===== config.mk =====
export PLATFORM = sky130hd
export DESIGN_NAME = match_timer
export DESIGN_NICKNAME = d
export VERILOG_FILES = /design/src/rtl/mtmr_pkg.sv /design/src/rtl/mtmr_edge.sv /design/src/rtl/mtmr_core.sv /design/src/rtl/mtmr_regs.sv /design/src/rtl/match_timer.sv
export SDC_FILE = /design/constraint.sdc
export NUM_CORES = 1
export LEC_CHECK = 0
export ABC_AREA = 1
export BUFFER_PORTS_ARGS = -buffer_cell sky130_fd_sc_hd__clkbuf_2
export CAP_MARGIN = 10
export CELL_PAD_IN_SITES_DETAIL_PLACEMENT = 1
export CELL_PAD_IN_SITES_GLOBAL_PLACEMENT = 1
export CORE_ASPECT_RATIO = 1.4
export CORE_MARGIN = 5
export CORE_UTILIZATION = 45
export DETAILED_ROUTE_END_ITERATION = 12
export PLACE_DENSITY_LB_ADDON = 0.1
export REMOVE_ABC_BUFFERS = 1
export SYNTH_ARGS = -nofsm -noshare
export SYNTH_HDL_FRONTEND = slang
export SYNTH_SLANG_ARGS = --single-unit

===== constraint.sdc =====
create_clock -name clk -period 3 [get_ports clk]
set_clock_uncertainty 0.1 [all_clocks]
set_input_delay 0.75 -clock clk [delete_from_list [all_inputs] [get_ports clk]]
set_output_delay 0.75 -clock clk [all_outputs]
set_load 0.03 [all_outputs]

===== src/rtl/mtmr_pkg.sv =====
package mtmr_pkg;

    localparam int AW = 4;

    localparam logic [AW-1:0] A_CTRL   = 4'd0;
    localparam logic [AW-1:0] A_MODE   = 4'd1;
    localparam logic [AW-1:0] A_PLIM   = 4'd2;
    localparam logic [AW-1:0] A_PCNT   = 4'd3;
    localparam logic [AW-1:0] A_COUNT  = 4'd4;
    localparam logic [AW-1:0] A_ACT    = 4'd5;
    localparam logic [AW-1:0] A_FLAGS  = 4'd6;
    localparam logic [AW-1:0] A_MATCH0 = 4'd8;

    typedef enum logic [1:0] {
        CM_TIMER = 2'b00,
        CM_RISE  = 2'b01,
        CM_FALL  = 2'b10,
        CM_BOTH  = 2'b11
    } cnt_mode_e;

    typedef struct packed {
        logic stop;
        logic zero;
        logic intr;
    } match_act_t;

    function automatic logic edge_pick(cnt_mode_e m, logic cur, logic prv);
        case (m)
            CM_RISE: return cur & ~prv;
            CM_FALL: return ~cur & prv;
            CM_BOTH: return cur ^ prv;
            default: return 1'b0;
        endcase
    endfunction

endpackage


===== src/rtl/mtmr_edge.sv =====
module mtmr_edge
    import mtmr_pkg::*;
#(
    parameter int NCAP = 2
) (
    input  logic            clk,
    input  logic            rst,
    input  logic [NCAP-1:0] cap,
    input  logic [1:0]      sel,
    input  cnt_mode_e       mode,
    output logic            pulse
);
    logic [NCAP-1:0] sync1, sync2, prev;

    always_ff @(posedge clk) begin
        if (rst) begin
            sync1 <= '0;
            sync2 <= '0;
            prev  <= '0;
        end else begin
            sync1 <= cap;
            sync2 <= sync1;
            prev  <= sync2;
        end
    end

    always_comb begin
        pulse = 1'b0;
        for (int k = 0; k < NCAP; k++) begin
            if (int'(sel) == k) pulse = edge_pick(mode, sync2[k], prev[k]);
        end
    end
endmodule


===== src/rtl/mtmr_core.sv =====
module mtmr_core
    import mtmr_pkg::*;
#(
    parameter int W  = 32,
    parameter int NM = 4
) (
    input  logic          clk,
    input  logic          rst,
    input  logic          run,
    input  logic          hold_zero,
    input  logic          timer_mode,
    input  logic          edge_pulse,
    input  logic [W-1:0]  plim,
    input  logic [W-1:0]  mval [NM],
    input  logic [NM-1:0] m_intr,
    input  logic [NM-1:0] m_zero,
    input  logic [NM-1:0] m_stop,
    input  logic          ld_pcnt,
    input  logic          ld_count,
    input  logic [W-1:0]  ld_val,
    input  logic [NM-1:0] flag_clr,
    output logic [W-1:0]  pcnt,
    output logic [W-1:0]  count,
    output logic [NM-1:0] flags,
    output logic [NM-1:0] hit,
    output logic          step,
    output logic          stop_req
);
    logic pdone;
    logic any_zero;

    assign pdone = (pcnt == plim);
    assign step  = run & ~hold_zero & (timer_mode ? pdone : edge_pulse);

    for (genvar i = 0; i < NM; i++) begin : g_cmp
        assign hit[i] = step & (count == mval[i]);
    end

    assign any_zero = |(hit & m_zero);
    assign stop_req = |(hit & m_stop);

    always_ff @(posedge clk) begin
        if (rst || hold_zero) begin
            pcnt <= '0;
        end else if (ld_pcnt) begin
            pcnt <= ld_val;
        end else if (run && timer_mode) begin
            pcnt <= pdone ? '0 : pcnt + 1'b1;
        end
    end

    always_ff @(posedge clk) begin
        if (rst || hold_zero) begin
            count <= '0;
        end else if (ld_count) begin
            count <= ld_val;
        end else if (step) begin
            if (any_zero)      count <= '0;
            else if (!stop_req) count <= count + 1'b1;
        end
    end

    always_ff @(posedge clk) begin
        if (rst) flags <= '0;
        else     flags <= (flags & ~flag_clr) | (hit & m_intr);
    end
endmodule


===== src/rtl/mtmr_regs.sv =====
module mtmr_regs
    import mtmr_pkg::*;
#(
    parameter int W  = 32,
    parameter int NM = 4
) (
    input  logic          clk,
    input  logic          rst,
    input  logic          we,
    input  logic [AW-1:0] addr,
    input  logic [W-1:0]  wdata,
    output logic [W-1:0]  rdata,
    input  logic          stop_req,
    input  logic [W-1:0]  pcnt,
    input  logic [W-1:0]  count,
    input  logic [NM-1:0] flags,
    output logic          run,
    output logic          hold_zero,
    output cnt_mode_e     mode,
    output logic [1:0]    sel,
    output logic [W-1:0]  plim,
    output logic [W-1:0]  mval [NM],
    output logic [NM-1:0] m_intr,
    output logic [NM-1:0] m_zero,
    output logic [NM-1:0] m_stop,
    output logic          ld_pcnt,
    output logic          ld_count,
    output logic [NM-1:0] flag_clr
);
    localparam int AWID = 3 * NM;

    logic [AWID-1:0] act;

    assign ld_pcnt  = we && addr == A_PCNT;
    assign ld_count = we && addr == A_COUNT;
    assign flag_clr = (we && addr == A_FLAGS) ? wdata[NM-1:0] : '0;

    always_ff @(posedge clk) begin
        if (rst) begin
            run       <= 1'b0;
            hold_zero <= 1'b0;
            mode      <= CM_TIMER;
            sel       <= '0;
            plim      <= '0;
            act       <= '0;
        end else begin
            if (we && addr == A_CTRL) begin
                run       <= wdata[0];
                hold_zero <= wdata[1];
            end else if (stop_req) begin
                run <= 1'b0;
            end
            if (we && addr == A_MODE) begin
                mode <= cnt_mode_e'(wdata[1:0]);
                sel  <= wdata[3:2];
            end
            if (we && addr == A_PLIM) plim <= wdata;
            if (we && addr == A_ACT)  act  <= wdata[AWID-1:0];
        end
    end

    for (genvar i = 0; i < NM; i++) begin : g_match
        match_act_t a;
        assign a         = match_act_t'(act[3*i +: 3]);
        assign m_intr[i] = a.intr;
        assign m_zero[i] = a.zero;
        assign m_stop[i] = a.stop;

        always_ff @(posedge clk) begin
            if (rst)                                    mval[i] <= '0;
            else if (we && addr == A_MATCH0 + AW'(i))   mval[i] <= wdata;
        end
    end

    always_comb begin
        rdata = '0;
        case (addr)
            A_CTRL:  rdata = W'({hold_zero, run});
            A_MODE:  rdata = W'({sel, mode});
            A_PLIM:  rdata = plim;
            A_PCNT:  rdata = pcnt;
            A_COUNT: rdata = count;
            A_ACT:   rdata = W'(act);
            A_FLAGS: rdata = W'(flags);
            default: begin
                for (int i = 0; i < NM; i++)
                    if (addr == A_MATCH0 + AW'(i)) rdata = mval[i];
            end
        endcase
    end
endmodule


===== src/rtl/match_timer.sv =====
module match_timer
    import mtmr_pkg::*;
#(
    parameter int W    = 32,
    parameter int NM   = 4,
    parameter int NCAP = 2
) (
    input  logic            clk,
    input  logic            rst,
    input  logic            bus_we,
    input  logic [AW-1:0]   bus_addr,
    input  logic [W-1:0]    bus_wdata,
    output logic [W-1:0]    bus_rdata,
    input  logic [NCAP-1:0] cap_in,
    output logic            irq
);
    logic          run, hold_zero, edge_pulse, step, stop_req;
    logic          ld_pcnt, ld_count;
    cnt_mode_e     mode;
    logic [1:0]    sel;
    logic [W-1:0]  plim, pcnt, count;
    logic [W-1:0]  mval [NM];
    logic [NM-1:0] m_intr, m_zero, m_stop, flags, hit, flag_clr;

    mtmr_regs #(.W(W), .NM(NM)) u_regs (
        .clk(clk), .rst(rst), .we(bus_we), .addr(bus_addr), .wdata(bus_wdata),
        .rdata(bus_rdata), .stop_req(stop_req), .pcnt(pcnt), .count(count),
        .flags(flags), .run(run), .hold_zero(hold_zero), .mode(mode), .sel(sel),
        .plim(plim), .mval(mval), .m_intr(m_intr), .m_zero(m_zero),
        .m_stop(m_stop), .ld_pcnt(ld_pcnt), .ld_count(ld_count),
        .flag_clr(flag_clr)
    );

    mtmr_edge #(.NCAP(NCAP)) u_edge (
        .clk(clk), .rst(rst), .cap(cap_in), .sel(sel), .mode(mode),
        .pulse(edge_pulse)
    );

    mtmr_core #(.W(W), .NM(NM)) u_core (
        .clk(clk), .rst(rst), .run(run), .hold_zero(hold_zero),
        .timer_mode(mode == CM_TIMER), .edge_pulse(edge_pulse), .plim(plim),
        .mval(mval), .m_intr(m_intr), .m_zero(m_zero), .m_stop(m_stop),
        .ld_pcnt(ld_pcnt), .ld_count(ld_count), .ld_val(bus_wdata),
        .flag_clr(flag_clr), .pcnt(pcnt), .count(count), .flags(flags),
        .hit(hit), .step(step), .stop_req(stop_req)
    );

    assign irq = |flags;
endmodule


==> metrics.txt, run 1 <==
outcome=complete, but fails checks; failing checks=setup timing; vias=roughly 17,000; post-route cell area=~18,000 µm²; top area cells in the synthesized netlist=dfxtp_1 (33%), nand2_1 (14%), a21oi_1 (9.8%); Hold Path Class=input pin to flip-flop; Yosys reg bits=around 250; placed cell area=roughly 17,000 µm²; maxcap violations=0; multi-input gate area in the final layout=between 8000 and 9000 µm²; Total Routing Usage GR=0.334; fillcell total=4,389; CTS buffer count=29; Hold-fix buffers, CTS=0; critical path class=input pin to primary output; Final Hold Viols=0; vias in the first global route=about 17,000; top-area cell type share of the netlist area=0.333; CTS sink cnt=approximately 250; Ports=74; sequential power share=0.440; Tcrit/Tclk final=1.01; Comb pwr share=0.114; H-tree depth=1; initial DRC count=between 1,000 and 1,500; Pins Over Slew Limit=0; Via density=~5.8; worst skew pair latency=between 0.5 and 0.6 ns; hold slack final=between 0.2 and 0.3 ns; Slew @ Worst Pin=0.770 ns; Layout Nets=~2,500; crit path DAT=between 2 and 2.5 ns; peak supply drop=0.393 mV; global-route wire length before repair=97,200 µm; area delta synth->final=20.7%; fmax=331 MHz; slack of the critical path=-0.0208 ns; Final ANT Viol Nets=0; Port Buffers=73; synthesized area=~15,000 µm²; Post-synth EDFFs=0; post-synthesis sequential area ratio=0.333; Post-Synthesis Cells=2,303; setup violators final=5; die area=37,500 µm²; gpl congestion=between 1 and 1.5; share of cells above drive strength 1=0.163; Register Area=between 5000 and 6000 µm²; Die Ht=roughly 230 µm; Int Pwr=around 5.7 mW; Psw=roughly 2.2 mW; wire per inst=about 23 µm; clock root buffer=clkbuf_16; clk buf depth=3; LEAKAGE=~7.5 nW; CTS clock-pin slew for the worst setup and hold paths=0.06 ns; largest net degree at the start of global routing=119; fraction of registers with async set/reset=0; Synth Flop Type=dfxtp_1; # rows=between 70 and 80; Pwr per Cell Area=429 nW/µm²; number of detailed-route iterations in the first pass=7; die width=around 170 µm; CTS tree=built; largest area contributor in the netlist=dfxtp_1; Overflow after GRT=0; Clk pwr share=0.446; Synth Area per Inst=between 6 and 7 µm²; YS warnings=0; Initial Utilization=0.456; Unique masters post-synth=44; Net Sw Frac=0.278; Slew headroom=0.487; crit path capture type=primary output; WL final=around 65,000 µm; crit start category=input pin; Max FO, Critical Path=10; initial antenna violation count=0; dpl hpwl=~46,000 µm; crit path time final=between 3 and 4 ns; total core area=around 33,000 µm²; DR DRC count=0; Antenna Diode Count=0; WP data required=2.15 ns; RSZ-0062 raised after global routing=true
-- cells in the mapped netlist (all sizes together), types with 21 or more instances --
master,count
nand3,124
nand3b,21
a21oi,296
o21ai,157
clkbuf,104
buf,58
o22ai,63
dfxtp,252
xnor2,23
inv,226
xor2,123
nor3,28
nor2,158
nand4,33
nand2,572
-- through the flow --
step	utilization	worst slack [ns]	power (mW)	setup TNS, ns	cells
5_1_grt	0.550	-0.0591	8.08	-0.659	2865
2_1_floorplan	-	-1.62	3.89	-172.52	2141
4_1_cts	0.540	-0.0159	7.85	-0.0343	2857
3_5_place_dp	0.498	-0.170	4.34	-2.29	2800
6_report	0.550	-0.0208	7.85	-0.0768	2865
3_3_place_gp	0.498	-0.179	4.32	-1.23	2800
-- final cells by class --
type                            instances  share of cell area
Timing Repair Buffer                  231               0.113
Inverter                              229              0.0476
Multi-Input combinational cell       1660               0.484
Clock inverter                          7             0.00377
Clock buffer                           41              0.0455
Tap cell                              445              0.0305
Sequential cell                       252               0.276
-- final timing paths --
check / end / slack [ns] / cells after the start / from
max: bus_rdata[9] / -0.02 / 12 / bus_addr[3]
min: u_edge.sync1[0] / 0.29 / 3 / cap_in[0]
max reg2reg: u_core.count[2] / 0.10 / 15 / u_core.count[29]
min reg2reg: u_edge.sync2[1] / 0.32 / 2 / u_edge.sync1[1]
-- metal layers --
metal / vias to the layer above / part of all wire / global-route usage
met5: - / 0 / 0
met4: 0 / 0.064 / 0.209
met3: 201 / 0.040 / 0.0342
met2: 498 / 0.51 / 0.598
met1: 8314 / 0.38 / 0.376
li1: 7741 / - / -
-- logic make-up (layout without fill, tap and decap cells) --
| kind of cell | count (synthesis) | count (layout) | synth area share |
|---|---|---|---|
| buf+inv | 391 | 508 | 0.110 |
| xor+xnor | 146 | 146 | 0.0845 |
| compound gates | 558 | 558 | 0.198 |
| fa+ha+maj | 6 | 6 | 0.00496 |
| flops | 252 | 252 | 0.333 |
| simple gates | 950 | 950 | 0.269 |
-- critical path: stages --
cell       delay, ns
clkbuf_2        0.10
inv_2           0.05
nor2_2          0.14
inv_2           0.10
nor2_4          0.14
inv_2           0.07
buf_12          0.15
o22ai_1         0.18
a21oi_2         0.05
buf_4           0.16
o2111ai_4       0.07
clkbuf_8        0.20
-- cell usage in the layout, fill, tap and decap left out, drive strengths merged --
| master | instances |
|---|---|
| a2111oi | 2 |
| a21boi | 1 |
| a21oi | 296 |
| a221oi | 8 |
| a22oi | 1 |
| a31o | 1 |
| a31oi | 15 |
| buf | 179 |
| bufinv | 1 |
| clkbuf | 93 |
| clkinv | 5 |
| clkinvlp | 2 |
| dfxtp | 252 |
| ha | 6 |
| inv | 228 |
| nand2 | 572 |
| nand3 | 124 |
| nand3b | 21 |
| nand4 | 33 |
| nor2 | 158 |
| nor3 | 28 |
| nor4 | 12 |
| nor4b | 1 |
| o2111ai | 8 |
| o211ai | 2 |
| o21ai | 157 |
| o221ai | 3 |
| o22ai | 63 |
| o31ai | 1 |
| or2 | 1 |
| xnor2 | 23 |
| xor2 | 123 |
-- state kept, by name, indices dropped and copies added (netlist names) --
register and cells:
u_regs.mode 2, u_regs.act 12, u_edge.sync2 2, u_regs.run 1, u_regs.mval 128, u_core.flags 4
u_regs.sel 2, u_edge.sync1 2, u_core.pcnt 32, u_regs.plim 32, u_edge.prev 2, u_regs.hold_zero 1
u_core.count 32
-- power groups by stage --
stage	sequential, mW	combinational [mW]	clock [mW]
finish	3.45	0.895	3.50
global route	3.45	0.943	3.69
CTS	3.45	0.853	3.55
detailed placement	3.52	0.817	0
global placement	3.52	0.800	0
floorplan	3.51	0.377	0
-- repair_timing --
| action | 4_1_cts | 5_1_grt |
|---|---|---|
| pin swaps | 8 | 15 |
| gates cloned | 2 | 0 |
| setup buffers | 8 | 8 |
| setup endpoints to repair | 33 | 56 |
| gates resized for setup | 95 | 94 |
Power figures use the tool's default switching activity.
==> run 2, diff against run 1 <==
- CAP_MARGIN: 10 -> default
- GPL_TIMING_DRIVEN: default -> 0
==> run 2 against run 1 <==
Compared with the run above:
- the run still ends with setup timing left
- cell count shrank 2.3%
- hold slack lost 0.016 ns
- sequential power is essentially flat
- cell area grew 0.25%
- total power grew 1.7%
- count of clock-buffer cells in the layout grew 2
- via count grew 3.0%
- flip-flop and latch count is the same
- register-to-register slack lost 0.21 ns
- setup slack lost 0.086 ns
- critical path type is now flip-flop to flip-flop
==> metrics.txt, run 2 (same netlist as run 1, synthesis figures left out) <==
outcome=complete, but fails checks; failing checks=setup timing; # rows=79 (unchanged); Pwr per Cell Area=435 nW/µm² (+1.4%); crit path from=u_core.count[29]; Final Hold Viols=0 (unchanged); Register Area=5090 µm² (+0.72%); hold slack final=0.271 ns (-0.0162 ns); worst skew pair latency=0.58 ns (+0.02 ns); fillcell total=4,307 (-1.9%); setup violators final=55 (+50); Overflow after GRT=0 (unchanged); CTS clock-pin slew for the worst setup and hold paths=0.06 ns (about the same); FF-to-FF Start=u_core.count[29]; post-route cell area=18,300 µm² (+0.25%); vias in the first global route=17,600 (+1.7%); DR DRC count=0 (unchanged); WP data required=3.40 ns (+1.25 ns); CTS buffer count=28 (-3.4%); commonest cells after routing, fill and taps aside=nand2_1 (552), a21oi_1 (278), dfxtp_1 (229); RSZ-0062 raised after global routing=true; Max FO, Critical Path=7 (-3); Die Ht=227 µm (unchanged); CTS sink cnt=252 (unchanged); Reg with most FFs=u_regs.mval; slack of the critical path=-0.107 ns (-0.0860 ns); Pins Over Slew Limit=0 (unchanged); multi-input gate area in the final layout=9240 µm² (+4.5%); placed cell area=15,600 µm² (-6.0%); number of detailed-route iterations in the first pass=5 (-2); WL final=70,700 µm (+8.9%); Initial Utilization=0.456 (unchanged); die width=165 µm (unchanged); Power Total=7.98 mW (+1.7%); crit path DAT=3.51 ns (+1.34 ns); share of cells above drive strength 1=0.164 (+0.00117); dpl ws=-3.23 ns (-3.06 ns); wire per inst=25.3 µm (+11%); Total Routing Usage GR=0.348 (+0.0140); hold path startpoint=cap_in[0]; initial antenna violation count=0 (unchanged); crit path time final=3.11 ns (+0.0860 ns); LEAKAGE=7.30 nW (-3.2%); Layout Nets=2,379 (-2.9%); initial DRC count=1,541 (+42%); Port Buffers=73 (unchanged); maxcap violations=0 (unchanged); clock root buffer=clkbuf_16; Tcrit/Tclk final=1.04 (+0.0287); clk buf depth=3 (unchanged); critical path class=flip-flop to flip-flop; Slew headroom=0.307 (-0.180); fmax=322 MHz (-2.8%); global-route wire length before repair=101,000 µm (+4.1%); Final ANT Viol Nets=0 (unchanged); number of flip-flops in the largest register=128 (unchanged); vias=17,300 (+3.0%); CTS tree=built; Post-Layout Cell Count=2,799 (-2.3%); Slew @ Worst Pin=1.04 ns (+0.269 ns); largest net degree at the start of global routing=119 (unchanged); die area=37,500 µm² (unchanged); crit path capture type=flip-flop; dpl cells=2,671 (-4.6%); Hold Path Class=input pin to flip-flop; gpl congestion=0.965 (-7.1%); Via density=6.16 (+5.4%); area delta synth->final=21.1%; total core area=33,200 µm² (unchanged); setup_tns=-2.44 ns (-2.36 ns); H-tree depth=1 (unchanged); commonest non-fill, non-tap cell in the layout=nand2_1; crit start category=flip-flop; peak supply drop=0.379 mV (-3.7%); final core utilization=0.552 (+0.00139); Antenna Diode Count=0 (unchanged); dpl hpwl=41,700 µm (-9.4%); Hold-fix buffers, CTS=0 (unchanged); Ports=74 (unchanged)
## run 2: changes by cell type in the layout (fill, tap and decap cells not counted), sizes merged
cell / before / now
clkinvlp: 2 / 5
bufinv: 1 / 3
nand2: 572 / 577
buf: 179 / 101
nor2: 158 / 163
clkbuf: 93 / 89
clkinv: 5 / 10
inv: 228 / 224
## run 2: final timing paths
kind / end / slack (ns) / depth (start not counted)
max: u_core.count[28] / -0.11 / 16
max reg2reg: u_core.count[28] / -0.11 / 16
min reg2reg: u_edge.sync2[1] / 0.31 / 2
min: u_edge.sync1[0] / 0.27 / 3
## run 2: timing repair
item,in CTS,in global routing
setup buffers,50,14
gates resized for setup,155,162
pin swaps,26,30
cloned,11,5
setup endpoints to repair,96,79
## run 2: final cells by class
class                           count  area share
Timing Repair inverter              4     0.00178
Clock buffer                       43      0.0452
Timing Repair Buffer              147      0.0843
Multi-Input combinational cell   1670       0.504
Sequential cell                   252       0.278
Clock inverter                      9     0.00519
Inverter                          229      0.0512
Tap cell                          445      0.0304
## run 2: power by group
group | internal [mW] | leakage [nW] | total [mW] | switching [mW]
clock network | 2.06 | 0.460 | 3.61 | 1.54
registers | 3.40 | 2.05 | 3.45 | 0.0521
logic | 0.255 | 4.79 | 0.921 | 0.666
total | 5.72 | 7.30 | 7.98 | 2.26
## run 2: layer usage
metal,vias up,track usage,wire [µm]
li1,7645,-,-
met1,8402,0.395,25900
met2,862,0.601,34000
met3,342,0.0520,4970
met4,0,0.230,5920
met5,-,0,0
## run 2: critical path: stages (launching register included)
cell and delay (ns):
dfxtp_2 0.43, inv_2 0.12, nand2_1 0.10, nand2_1 0.07, nor2_1 0.18, nand2_1 0.13
nor2_2 0.24, nand2_1 0.21, nor2_2 0.20, nand4_1 0.14, nand2_2 0.20, nor2_4 0.09
nand2_1 0.10, nand2_2 0.19, nand2_4 0.26, nand2_1 0.10, a21oi_1 0.15
==> run 3, diff against run 2 <==
- SKIP_LAST_GASP: default -> 1
==> run 3 against run 2 <==
Compared with the run above:
- the flow still finishes with violations (setup timing)
- setup slack worse by 0.080 ns
- cell count barely moved
- register-to-register slack worse by 0.08 ns
- hold slack improved by 0.013 ns
- wire length shrank 1.5%
==> metrics.txt, run 3 (same netlist as run 1, synthesis figures left out) <==
WL final=69,700 µm (-1.5%); H-tree depth=1 (unchanged); Hold Path Class=input pin to flip-flop; Hold-fix buffers, CTS=0 (unchanged); Final ANT Viol Nets=0 (unchanged); clk buf depth=3 (unchanged); hold path startpoint=cap_in[0]; CTS clock-pin slew for the worst setup and hold paths=0.07 ns (about the same); FF-to-FF Start=u_core.count[7]; final core utilization=0.549 (-0.00290); share of cells above drive strength 1=0.162 (-0.00206); crit start category=flip-flop; Tcrit/Tclk final=1.06 (+0.0267); Post-Layout Cell Count=2,798 (-0.036%); Overflow after GRT=0 (unchanged); area delta synth->final=20.4%; Power Total=7.95 mW (-0.32%); die width=165 µm (unchanged); dpl cells=2,671 (unchanged); die area=37,500 µm² (unchanged); commonest non-fill, non-tap cell in the layout=nand2_1; failing checks=setup timing; DR DRC count=0 (unchanged); Layout Nets=2,378 (-0.042%); initial antenna violation count=0 (unchanged); post-route cell area=18,200 µm² (-0.53%); Total Routing Usage GR=0.346 (-0.00188); setup violators final=43 (-22%); global-route wire length before repair=101,000 µm (-0.42%); Die Ht=227 µm (unchanged); Pins Over Slew Limit=0 (unchanged); peak supply drop=0.376 mV (-0.72%); commonest cells after routing, fill and taps aside=nand2_1 (553), a21oi_1 (282), dfxtp_1 (223); CTS sink cnt=252 (unchanged); wire per inst=24.9 µm (-1.4%); number of detailed-route iterations in the first pass=6 (+1); gpl congestion=0.965 (unchanged); vias=17,200 (-0.52%); largest net degree at the start of global routing=119 (unchanged); crit path DAT=3.57 ns (+0.06 ns); Hold Path Stages=3 (unchanged); initial DRC count=1,620 (+5.1%); Register Area=5100 µm² (+0.20%); Reg2Reg Depth=8 (-8); maxcap violations=0 (unchanged); WP data required=3.39 ns (about the same); multi-input gate area in the final layout=9120 µm² (-1.4%); Max FO, Critical Path=8 (+1); Antenna Diode Count=0 (unchanged); crit path capture type=flip-flop; outcome=complete, but fails checks; vias in the first global route=17,600 (+0.18%); Slew @ Worst Pin=1.18 ns (+0.137 ns); total core area=33,200 µm² (unchanged); CTS tree=built; hold endpoint=u_edge.sync1[0]; Pwr per Cell Area=436 nW/µm² (+0.21%); Slew headroom=0.216 (-0.0914); Reg with most FFs=u_regs.mval; worst skew pair latency=0.57 ns (about the same); crit path time final=3.19 ns (+0.0800 ns); placed cell area=15,600 µm² (unchanged); CTS buffer count=28 (unchanged); slack of the critical path=-0.187 ns (-0.0800 ns); dpl ws=-3.23 ns (unchanged); Final Hold Viols=0 (unchanged); Worst R2R End=u_core.count[31]; Port Buffers=73 (unchanged); hold slack final=0.283 ns (+0.0127 ns); fmax=314 MHz (-2.5%); Initial Utilization=0.456 (unchanged); RSZ-0062 raised after global routing=true; setup_tns=-2.25 ns (+0.191 ns); # rows=79 (unchanged); critical path class=flip-flop to flip-flop; Ports=74 (unchanged); LEAKAGE=7.31 nW (+0.16%); clock root buffer=clkbuf_16; fillcell total=4,298 (-0.21%); Via density=6.13 (-0.48%); r2r setup slk=-0.19 ns (-0.08 ns); number of flip-flops in the largest register=128 (unchanged); dpl hpwl=41,700 µm (unchanged)
-- run 3: routing by layer --
| layer | track usage | part of all wire | vias up |
|---|---|---|---|
| met5 | 0 | 0 | - |
| met4 | 0.229 | 0.083 | 0 |
| met3 | 0.0493 | 0.065 | 337 |
| met2 | 0.600 | 0.48 | 824 |
| met1 | 0.392 | 0.37 | 8369 |
| li1 | - | - | 7632 |
-- run 3: worst max path at each step --
stage / from / to / slack (ns) / cells past startpoint
CTS: bus_addr[1] / bus_rdata[0] / -0.05 / 12
detailed placement: bus_addr[1] / u_core.count[1] / -3.23 / 12
global route: bus_addr[1] / bus_rdata[12] / -0.17 / 13
finish: u_core.count[7] / u_core.count[31] / -0.19 / 8
global placement: bus_addr[3] / u_regs.mval[9] / -5.18 / 8
floorplan: bus_addr[3] / u_regs.mval[20] / -1.62 / 7
-- run 3: power by group --
group,internal [mW],leakage (nW),switching (mW)
Combinational,0.256,4.80,0.660
Sequential,3.40,2.05,0.0525
Clock,2.07,0.460,1.52
-- run 3: layout make-up --
class | count | share of cell area
clock buffers | 43 | 0.0454
clock inverters | 9 | 0.00522
inverters | 229 | 0.0522
multi-input cells | 1669 | 0.500
flip-flops and latches | 252 | 0.280
well taps | 445 | 0.0305
repair buffers | 147 | 0.0850
repair inverters | 4 | 0.00178
-- run 3: what timing repair did --
action / CTS / global route
pin swaps: 26 / 32
buffers inserted: 50 / 12
cloned: 11 / 5
endpoints found under the setup margin: 96 / 79
gates resized for setup: 154 / 151
-- run 3: critical path: stages, from the launching register on --
cell and delay, ns:
dfxtp_1 0.62, inv_1 0.24, nor4_2 0.66, nand2_1 0.20, nor4_1 0.53, xor2_1 0.18, o21ai_0 0.28, nor2_1 0.11
nor2_1 0.20
